`config.mk`:
```
export PLATFORM = sky130hd
export DESIGN_NAME = dma_regwin
export DESIGN_NICKNAME = d
export VERILOG_FILES = /design/src/rtl/dmawin_pkg.sv /design/src/rtl/dmawin_decode.sv /design/src/rtl/dmawin_chan.sv /design/src/rtl/dma_regwin.sv
export SDC_FILE = /design/constraint.sdc
export NUM_CORES = 1
export LEC_CHECK = 0
export CAP_MARGIN = 20
export CORE_ASPECT_RATIO = 0.5
export CORE_UTILIZATION = 30
export DETAILED_ROUTE_END_ITERATION = 8
export PLACE_DENSITY = 0.52
export SETUP_SLACK_MARGIN = 0.2
export SYNTH_ARGS = -nofsm -noshare
export SYNTH_HDL_FRONTEND = slang
export SYNTH_HIERARCHICAL = 1
export SYNTH_SLANG_ARGS = --single-unit
```
`constraint.sdc`:
```
create_clock -name clk -period 1.34 [get_ports clk]
set_clock_uncertainty 0.15 [all_clocks]
set_input_delay 0.268 -clock clk [delete_from_list [all_inputs] [get_ports clk]]
set_output_delay 0.268 -clock clk [all_outputs]
set_load 0.01 [all_outputs]
```
`src/rtl/dmawin_pkg.sv`:
```
package dmawin_pkg;
    localparam int DATA_W = 32;
    localparam int LANES  = DATA_W / 8;

    typedef enum logic [1:0] {
        SZ_BYTE = 2'd0,
        SZ_HALF = 2'd1,
        SZ_WORD = 2'd2,
        SZ_RSVD = 2'd3
    } acc_size_e;

    typedef enum logic [1:0] {
        CH_STOPPED  = 2'd0,
        CH_STARTING = 2'd1,
        CH_RUNNING  = 2'd2
    } chan_state_e;

    localparam logic [1:0] OFF_CMD  = 2'd0;
    localparam logic [1:0] OFF_MODE = 2'd1;
    localparam logic [1:0] OFF_STAT = 2'd2;
    localparam logic [1:0] OFF_TIM  = 2'd3;

    function automatic logic [DATA_W-1:0] ones_of(input logic [1:0] sz);
        unique case (sz)
            SZ_BYTE: ones_of = DATA_W'(8'hFF);
            SZ_HALF: ones_of = DATA_W'(16'hFFFF);
            default: ones_of = '1;
        endcase
    endfunction
endpackage

```
`src/rtl/dmawin_decode.sv`:
```
module dmawin_decode
    import dmawin_pkg::*;
(
    input  logic [2:0]       off,
    input  logic [1:0]       size,
    output logic             hit_cmd,
    output logic             hit_mode,
    output logic             hit_stat,
    output logic             hit_tim,
    output logic             hit_tab_word,
    output logic [LANES-1:0] hit_tab_byte,
    output logic             miss
);
    logic is_byte;
    logic ctl;

    always_comb begin
        is_byte      = (size == SZ_BYTE);
        ctl          = !off[2];
        hit_cmd      = ctl && is_byte && (off[1:0] == OFF_CMD);
        hit_mode     = ctl && is_byte && (off[1:0] == OFF_MODE);
        hit_stat     = ctl && is_byte && (off[1:0] == OFF_STAT);
        hit_tim      = ctl && is_byte && (off[1:0] == OFF_TIM);
        hit_tab_word = (off == 3'd4) && (size == SZ_WORD);
        for (int k = 0; k < LANES; k++) begin
            hit_tab_byte[k] = off[2] && is_byte && (off[1:0] == 2'(k));
        end
        miss = !(hit_cmd || hit_mode || hit_stat || hit_tim ||
                 hit_tab_word || (|hit_tab_byte));
    end
endmodule

```
`src/rtl/dmawin_chan.sv`:
```
module dmawin_chan
    import dmawin_pkg::*;
(
    input  logic              clk,
    input  logic              rst_n,
    input  logic              wr_cmd,
    input  logic              wr_stat,
    input  logic              wr_tim,
    input  logic              wr_tab_word,
    input  logic [LANES-1:0]  wr_tab_byte,
    input  logic [DATA_W-1:0] wdata,
    input  logic              eng_active,
    input  logic              eng_err,
    input  logic              eng_irq,
    output logic [7:0]        cmd_rd,
    output logic [7:0]        stat_rd,
    output logic [7:0]        tim_rd,
    output logic [DATA_W-1:0] tab_rd,
    output logic              start_pulse,
    output logic              xfer_dir
);
    chan_state_e       st_q, st_d;
    logic              dir_q, err_q, irq_q;
    logic [1:0]        plain_q;
    logic [7:0]        tim_q;
    logic [DATA_W-1:0] tab_q, tab_d;

    // state register
    always_ff @(posedge clk or negedge rst_n) begin
        if (!rst_n) st_q <= CH_STOPPED;
        else        st_q <= st_d;
    end

    // next state
    always_comb begin
        st_d = st_q;
        unique case (st_q)
            CH_STOPPED:  if (wr_cmd && wdata[0]) st_d = CH_STARTING;
            CH_STARTING: st_d = (wr_cmd && !wdata[0]) ? CH_STOPPED : CH_RUNNING;
            CH_RUNNING:  if (wr_cmd && !wdata[0]) st_d = CH_STOPPED;
            default:     st_d = CH_STOPPED;
        endcase
    end

    // outputs
    always_comb begin
        start_pulse = (st_q == CH_STARTING);
        xfer_dir    = dir_q;
        cmd_rd      = {4'b0, dir_q, 2'b0, (st_q != CH_STOPPED)};
        stat_rd     = {1'b0, plain_q, 2'b0, irq_q, err_q, eng_active};
        tim_rd      = tim_q;
        tab_rd      = tab_q;
    end

    always_comb begin
        tab_d = tab_q;
        if (wr_tab_word) tab_d = wdata;
        for (int k = 0; k < LANES; k++) begin
            if (wr_tab_byte[k]) tab_d[8*k +: 8] = wdata[7:0];
        end
    end

    always_ff @(posedge clk or negedge rst_n) begin
        if (!rst_n) begin
            dir_q   <= 1'b0;
            err_q   <= 1'b0;
            irq_q   <= 1'b0;
            plain_q <= 2'b0;
            tim_q   <= 8'h00;
            tab_q   <= '0;
        end else begin
            if (wr_cmd) dir_q <= wdata[3];
            err_q <= (err_q && !(wr_stat && wdata[1])) || eng_err;
            irq_q <= (irq_q && !(wr_stat && wdata[2])) || eng_irq;
            if (wr_stat) plain_q <= wdata[6:5];
            if (wr_tim)  tim_q   <= wdata[7:0];
            tab_q <= {tab_d[DATA_W-1:2], 2'b00};
        end
    end
endmodule

```
`src/rtl/dma_regwin.sv`:
```
module dma_regwin
    import dmawin_pkg::*;
#(
    parameter int NUM_CH = 2,
    parameter int ADDR_W = $clog2(NUM_CH) + 3
) (
    input  logic              clk,
    input  logic              rst_n,
    input  logic              acc_valid,
    input  logic              acc_write,
    input  logic [ADDR_W-1:0] acc_addr,
    input  logic [1:0]        acc_size,
    input  logic [31:0]       acc_wdata,
    output logic              rd_valid,
    output logic [31:0]       rd_data,
    input  logic [NUM_CH-1:0] eng_active,
    input  logic [NUM_CH-1:0] eng_err,
    input  logic [NUM_CH-1:0] eng_irq,
    output logic [NUM_CH-1:0] start_pulse,
    output logic [NUM_CH-1:0] xfer_dir,
    output logic [NUM_CH-1:0] mode_blk,
    output logic              mode_upd
);
    localparam int CH_W = ADDR_W - 3;

    logic [CH_W-1:0]   ch;
    logic [2:0]        off;
    logic              hit_cmd, hit_mode, hit_stat, hit_tim, hit_tab_word, miss;
    logic [LANES-1:0]  hit_tab_byte;
    logic              wr;
    logic [7:0]        cmd_rd  [NUM_CH];
    logic [7:0]        stat_rd [NUM_CH];
    logic [7:0]        tim_rd  [NUM_CH];
    logic [31:0]       tab_rd  [NUM_CH];
    logic [NUM_CH-1:0] mode_q;
    logic              mode_upd_q, rd_valid_q;
    logic [31:0]       rd_d, rd_q;

    assign ch  = acc_addr[ADDR_W-1:3];
    assign off = acc_addr[2:0];
    assign wr  = acc_valid && acc_write;

    dmawin_decode u_dec (
        .off(off), .size(acc_size),
        .hit_cmd(hit_cmd), .hit_mode(hit_mode), .hit_stat(hit_stat),
        .hit_tim(hit_tim), .hit_tab_word(hit_tab_word),
        .hit_tab_byte(hit_tab_byte), .miss(miss)
    );

    for (genvar g = 0; g < NUM_CH; g++) begin : g_ch
        logic sel;
        assign sel = wr && (ch == CH_W'(g));
        dmawin_chan u_chan (
            .clk(clk), .rst_n(rst_n),
            .wr_cmd(sel && hit_cmd), .wr_stat(sel && hit_stat),
            .wr_tim(sel && hit_tim), .wr_tab_word(sel && hit_tab_word),
            .wr_tab_byte({LANES{sel}} & hit_tab_byte),
            .wdata(acc_wdata),
            .eng_active(eng_active[g]), .eng_err(eng_err[g]), .eng_irq(eng_irq[g]),
            .cmd_rd(cmd_rd[g]), .stat_rd(stat_rd[g]), .tim_rd(tim_rd[g]),
            .tab_rd(tab_rd[g]),
            .start_pulse(start_pulse[g]), .xfer_dir(xfer_dir[g])
        );
    end

    always_comb begin
        rd_d = ones_of(acc_size);
        if (!miss) begin
            rd_d = 32'h0;
            if (hit_cmd)      rd_d[7:0] = cmd_rd[ch];
            if (hit_mode)     rd_d[7:0] = 8'({mode_q, 4'b0000});
            if (hit_stat)     rd_d[7:0] = stat_rd[ch];
            if (hit_tim)      rd_d[7:0] = tim_rd[ch];
            if (hit_tab_word) rd_d      = tab_rd[ch];
            if (|hit_tab_byte) rd_d[7:0] = tab_rd[ch][{off[1:0], 3'b000} +: 8];
        end
    end

    always_ff @(posedge clk or negedge rst_n) begin
        if (!rst_n) begin
            mode_q     <= '0;
            mode_upd_q <= 1'b0;
            rd_valid_q <= 1'b0;
            rd_q       <= 32'h0;
        end else begin
            mode_upd_q <= wr && hit_mode;
            if (wr && hit_mode) mode_q <= acc_wdata[4 +: NUM_CH];
            rd_valid_q <= acc_valid && !acc_write;
            if (acc_valid && !acc_write) rd_q <= rd_d;
        end
    end

    assign rd_valid = rd_valid_q;
    assign rd_data  = rd_q;
    assign mode_blk = mode_q;
    assign mode_upd = mode_upd_q;
endmodule

```
==> reports/summary.txt <==
=====================================================================================
Worst Hold Slack .......................................................     0.229 ns
Leading cell type in the layout, fill and taps excluded ................ sky130_fd_sc_hd__dfrtp_1
All-layer global routing usage .........................................        19.4%
Register-to-Register Setup Slack .......................................     -0.13 ns
Endpoint class of the critical path ....................................     register
Per-cell routed wire length ............................................      18.7 um
Drt pass-1 iters .......................................................            4
Placeable core region ..................................................  0.0222 mm^2
Post-Route Setup TNS ...................................................    -15.42 ns
Share of layout cells above drive strength 1 ...........................        44.2%
IO Port Bufs ...........................................................           87
Post-synthesis instance area ........................................... 0.00697 mm^2
Final Slew Violations ..................................................            0
Number of hold violations in the final report ..........................            0
Total number of placement rows .........................................           38
Number of distinct library cells after synthesis .......................           43
Commonest cells after routing, fill and taps aside ..................... sky130_fd_sc_hd__dfrtp_1 (126), sky130_fd_sc_hd__buf_4 (116), sky130_fd_sc_hd__mux2i_1 (91)
Maximum VDD drop .......................................................   0.000849 V
Required time worst endpoint ...........................................      1.49 ns
Clk buf depth ..........................................................            2
Via count of the first global-routing pass .............................        5,939
Number of antenna violations at the first check in global routing ......            0
Die Y ..................................................................       110 um
Average cell area after synthesis ......................................    10.7 um^2
Static Leakage .........................................................      4.64 nW
Number of synthesized register bits ....................................          126
Unrepaired setup endpoints after global routing ........................         true
Number of synthesized flops with an enable pin .........................            0
Iter 0 DRT Violations ..................................................          375
Design Power ...........................................................     0.0122 W
Proportion of synthesized flip-flops having asynchronous set or reset ..         100%
Drc violations .........................................................            0
Diodes inserted ........................................................            0
Largest fanout on the critical path ....................................            6
Clock-pin slew of the registers on the worst-case setup and hold paths .      0.06 ns
Fin crit period ........................................................      1.54 ns
Final worst setup slack ................................................    -0.203 ns
Category of the critical setup timing path ............................. primary input to register
Count of H-tree levels built during CTS ................................            4
Final worst path period share ..........................................         115%
Sort of element at the start of the critical path ...................... primary input
Sinks on Clock Net .....................................................          126
Routability-driven placement congestion ratio ..........................        0.884
Synthesis Warnings .....................................................            6
Path type of the worst min-delay path .................................. primary input to asynchronous set/reset pin
Largest net degree at the start of global routing ......................           50
P per Cell Area ........................................................ 1140 mW/mm^2
Average vias per placed instance .......................................         4.85
Aggregate global routing overflow ......................................            0
Reg2Reg Depth ..........................................................            5
Arrival time of data at the critical path endpoint .....................      1.70 ns
CTS Root Cell .......................................................... sky130_fd_sc_hd__clkbuf_16
End of the worst register-to-register path .............................   rd_data[5]
Number of routed nets with antenna violations ..........................            0
Wire length of the first global-routing pass ...........................    34,100 um
Worst skew pair latency ................................................      0.42 ns
Post-detailed-routing wire length ......................................    22,400 um
Number of top-level pins ...............................................           88
Worst R2R Start ........................................................ g_ch[0].u_chan/plain_q[0]
Via Count ..............................................................        5,823
TritonCTS clock tree ...................................................          yes
Post-route cell area ...................................................  0.0107 mm^2
DIE WIDTH ..............................................................       217 um
Result of the run ...................................................... complete, but fails checks
Post-synth top flop .................................................... sky130_fd_sc_hd__dfrtp_1
Final layout net count .................................................          938
Gate count after technology mapping ....................................          653
Failing checks ......................................................... negative setup slack
Number of max-capacitance violations reported ..........................            0
Sum of net half-perimeters after detailed placement ....................    15,800 um
Area growth, synth to finish ...........................................        54.2%
Final setup vio count ..................................................          152
TritonCTS Buffers ......................................................           17
Achievable frequency ...................................................      648 MHz
Placed cell areas ...................................................... 0.00916 mm^2
Die area ...............................................................  0.0239 mm^2
Initial Util ...........................................................        31.4%
Share of synthesized area occupied by flip-flops and latches ...........        45.3%
=====================================================================================
synthesized netlist by cell type, types with 3 or more instances:
| cell | number | area, um^2 |
|---|---|---|
| sky130_fd_sc_hd__buf_2 | 6 | 30.0 |
| sky130_fd_sc_hd__o21ai_1 | 42 | 210 |
| sky130_fd_sc_hd__buf_12 | 4 | 80.1 |
| sky130_fd_sc_hd__a21o_1 | 4 | 30.0 |
| sky130_fd_sc_hd__mux2_2 | 44 | 495 |
| sky130_fd_sc_hd__inv_1 | 4 | 15.0 |
| sky130_fd_sc_hd__a31oi_1 | 6 | 37.5 |
| sky130_fd_sc_hd__a22oi_1 | 8 | 60.1 |
| sky130_fd_sc_hd__mux2i_1 | 104 | 1040 |
| sky130_fd_sc_hd__and2_1 | 16 | 100 |
| sky130_fd_sc_hd__a22o_1 | 6 | 52.6 |
| sky130_fd_sc_hd__nor2_1 | 41 | 154 |
| sky130_fd_sc_hd__buf_4 | 33 | 248 |
| sky130_fd_sc_hd__a21oi_1 | 18 | 90.1 |
| sky130_fd_sc_hd__nor3_2 | 7 | 70.1 |
| sky130_fd_sc_hd__nand2_1 | 71 | 267 |
| sky130_fd_sc_hd__nand2b_1 | 6 | 37.5 |
| sky130_fd_sc_hd__or2_2 | 5 | 31.3 |
| sky130_fd_sc_hd__clkbuf_1 | 7 | 26.3 |
| sky130_fd_sc_hd__o21ai_0 | 17 | 85.1 |
| sky130_fd_sc_hd__o2bb2ai_1 | 6 | 52.6 |
| sky130_fd_sc_hd__a221oi_1 | 4 | 35.0 |
| sky130_fd_sc_hd__nor2b_1 | 7 | 43.8 |
| sky130_fd_sc_hd__clkbuf_2 | 6 | 30.0 |
| sky130_fd_sc_hd__buf_1 | 3 | 11.3 |
| sky130_fd_sc_hd__o22a_1 | 24 | 210 |
| sky130_fd_sc_hd__dfrtp_1 | 126 | 3150 |
| sky130_fd_sc_hd__buf_6 | 6 | 67.6 |
layout make-up:
type                            count  area (um^2)
Tap cell                          300          375
Clock inverter                     10          164
Sequential cell                   126         3150
Fill cell                        2017        11500
Multi-Input combinational cell    477         3950
Timing Repair Buffer              263         2620
Inverter                            5         18.8
Clock buffer                       20          457
kinds of logic after synthesis:
family	after synthesis	synth area share, %
buf+inv	70	7.35
other cells	2	0.108
flops	126	45.3
xor+xnor	2	0.252
mux	148	22.1
compound gates	140	13.0
simple gates	165	11.9
what timing repair did:
action / in CTS / in global routing
pin swaps: 20 / 25
hold buffers: 1 / 0
hold endpoints to repair: 126 / 0
resized for setup: 294 / 45
cloned: 5 / 2
buffers inserted: 30 / 20
setup endpoints to repair: 166 / 164
power breakdown:
| group | internal (W) | switching [W] | total (W) |
|---|---|---|---|
| Combinational | 0.00143 | 0.00122 | 0.00265 |
| Clock | 0.00319 | 0.00176 | 0.00496 |
| Sequential | 0.00428 | 0.000313 | 0.00459 |
stage by stage:
stage / worst slack, ns / util (%) / instances
finish: -0.203 / 48.4 / 1201
global route: -0.303 / 48.4 / 1201
CTS: -0.213 / 46.7 / 1179
detailed placement: -1.18 / 41.3 / 1113
global placement: -1.18 / 41.3 / 1113
floorplan: -0.595 / - / 673
state kept, by name, summed over array words and instances, names as in the netlist:
signal and flops:
g_ch.u_chan/plain_q 4, g_ch.u_chan/st_q 4, g_ch.u_chan/irq_q 2, g_ch.u_chan/xfer_dir 2
mode_blk 2, g_ch.u_chan/err_q 2, mode_upd 1, rd_data 32
rd_valid 1, g_ch.u_chan/tab_rd 60, g_ch.u_chan/tim_rd 16
layer usage:
layer | GRT usage (%) | wire length, um | up-vias
met5 | 0 | 0 | -
met4 | 5.13 | 310 | 0
li1 | - | - | 2758
met2 | 30.6 | 10200 | 112
met3 | 4.29 | 935 | 23
met1 | 26.8 | 10900 | 2930
worst max-delay path by stage:
stage | slack, ns | cells after the start | startpoint | endpoint
after global routing | -0.30 | 9 | acc_size[0] | g_ch[0].u_chan/tab_rd[31]
after global placement | -1.18 | 7 | acc_size[0] | rd_data[4]
after detailed placement | -1.18 | 7 | acc_size[0] | rd_data[5]
after floorplan | -0.59 | 8 | acc_addr[0] | g_ch[1].u_chan/tab_rd[19]
after CTS | -0.21 | 8 | acc_size[0] | rd_data[5]
final | -0.20 | 9 | acc_size[0] | g_ch[0].u_chan/tab_rd[31]
critical path, stage by stage:
cell                      delay (ns)
sky130_fd_sc_hd__buf_8          0.10
sky130_fd_sc_hd__buf_6          0.11
sky130_fd_sc_hd__nor4b_4        0.29
sky130_fd_sc_hd__buf_4          0.18
sky130_fd_sc_hd__and2_4         0.24
sky130_fd_sc_hd__buf_12         0.13
sky130_fd_sc_hd__buf_16         0.11
sky130_fd_sc_hd__mux2i_2        0.19
sky130_fd_sc_hd__o21ai_1        0.07
(Power assumes the default switching activity.)
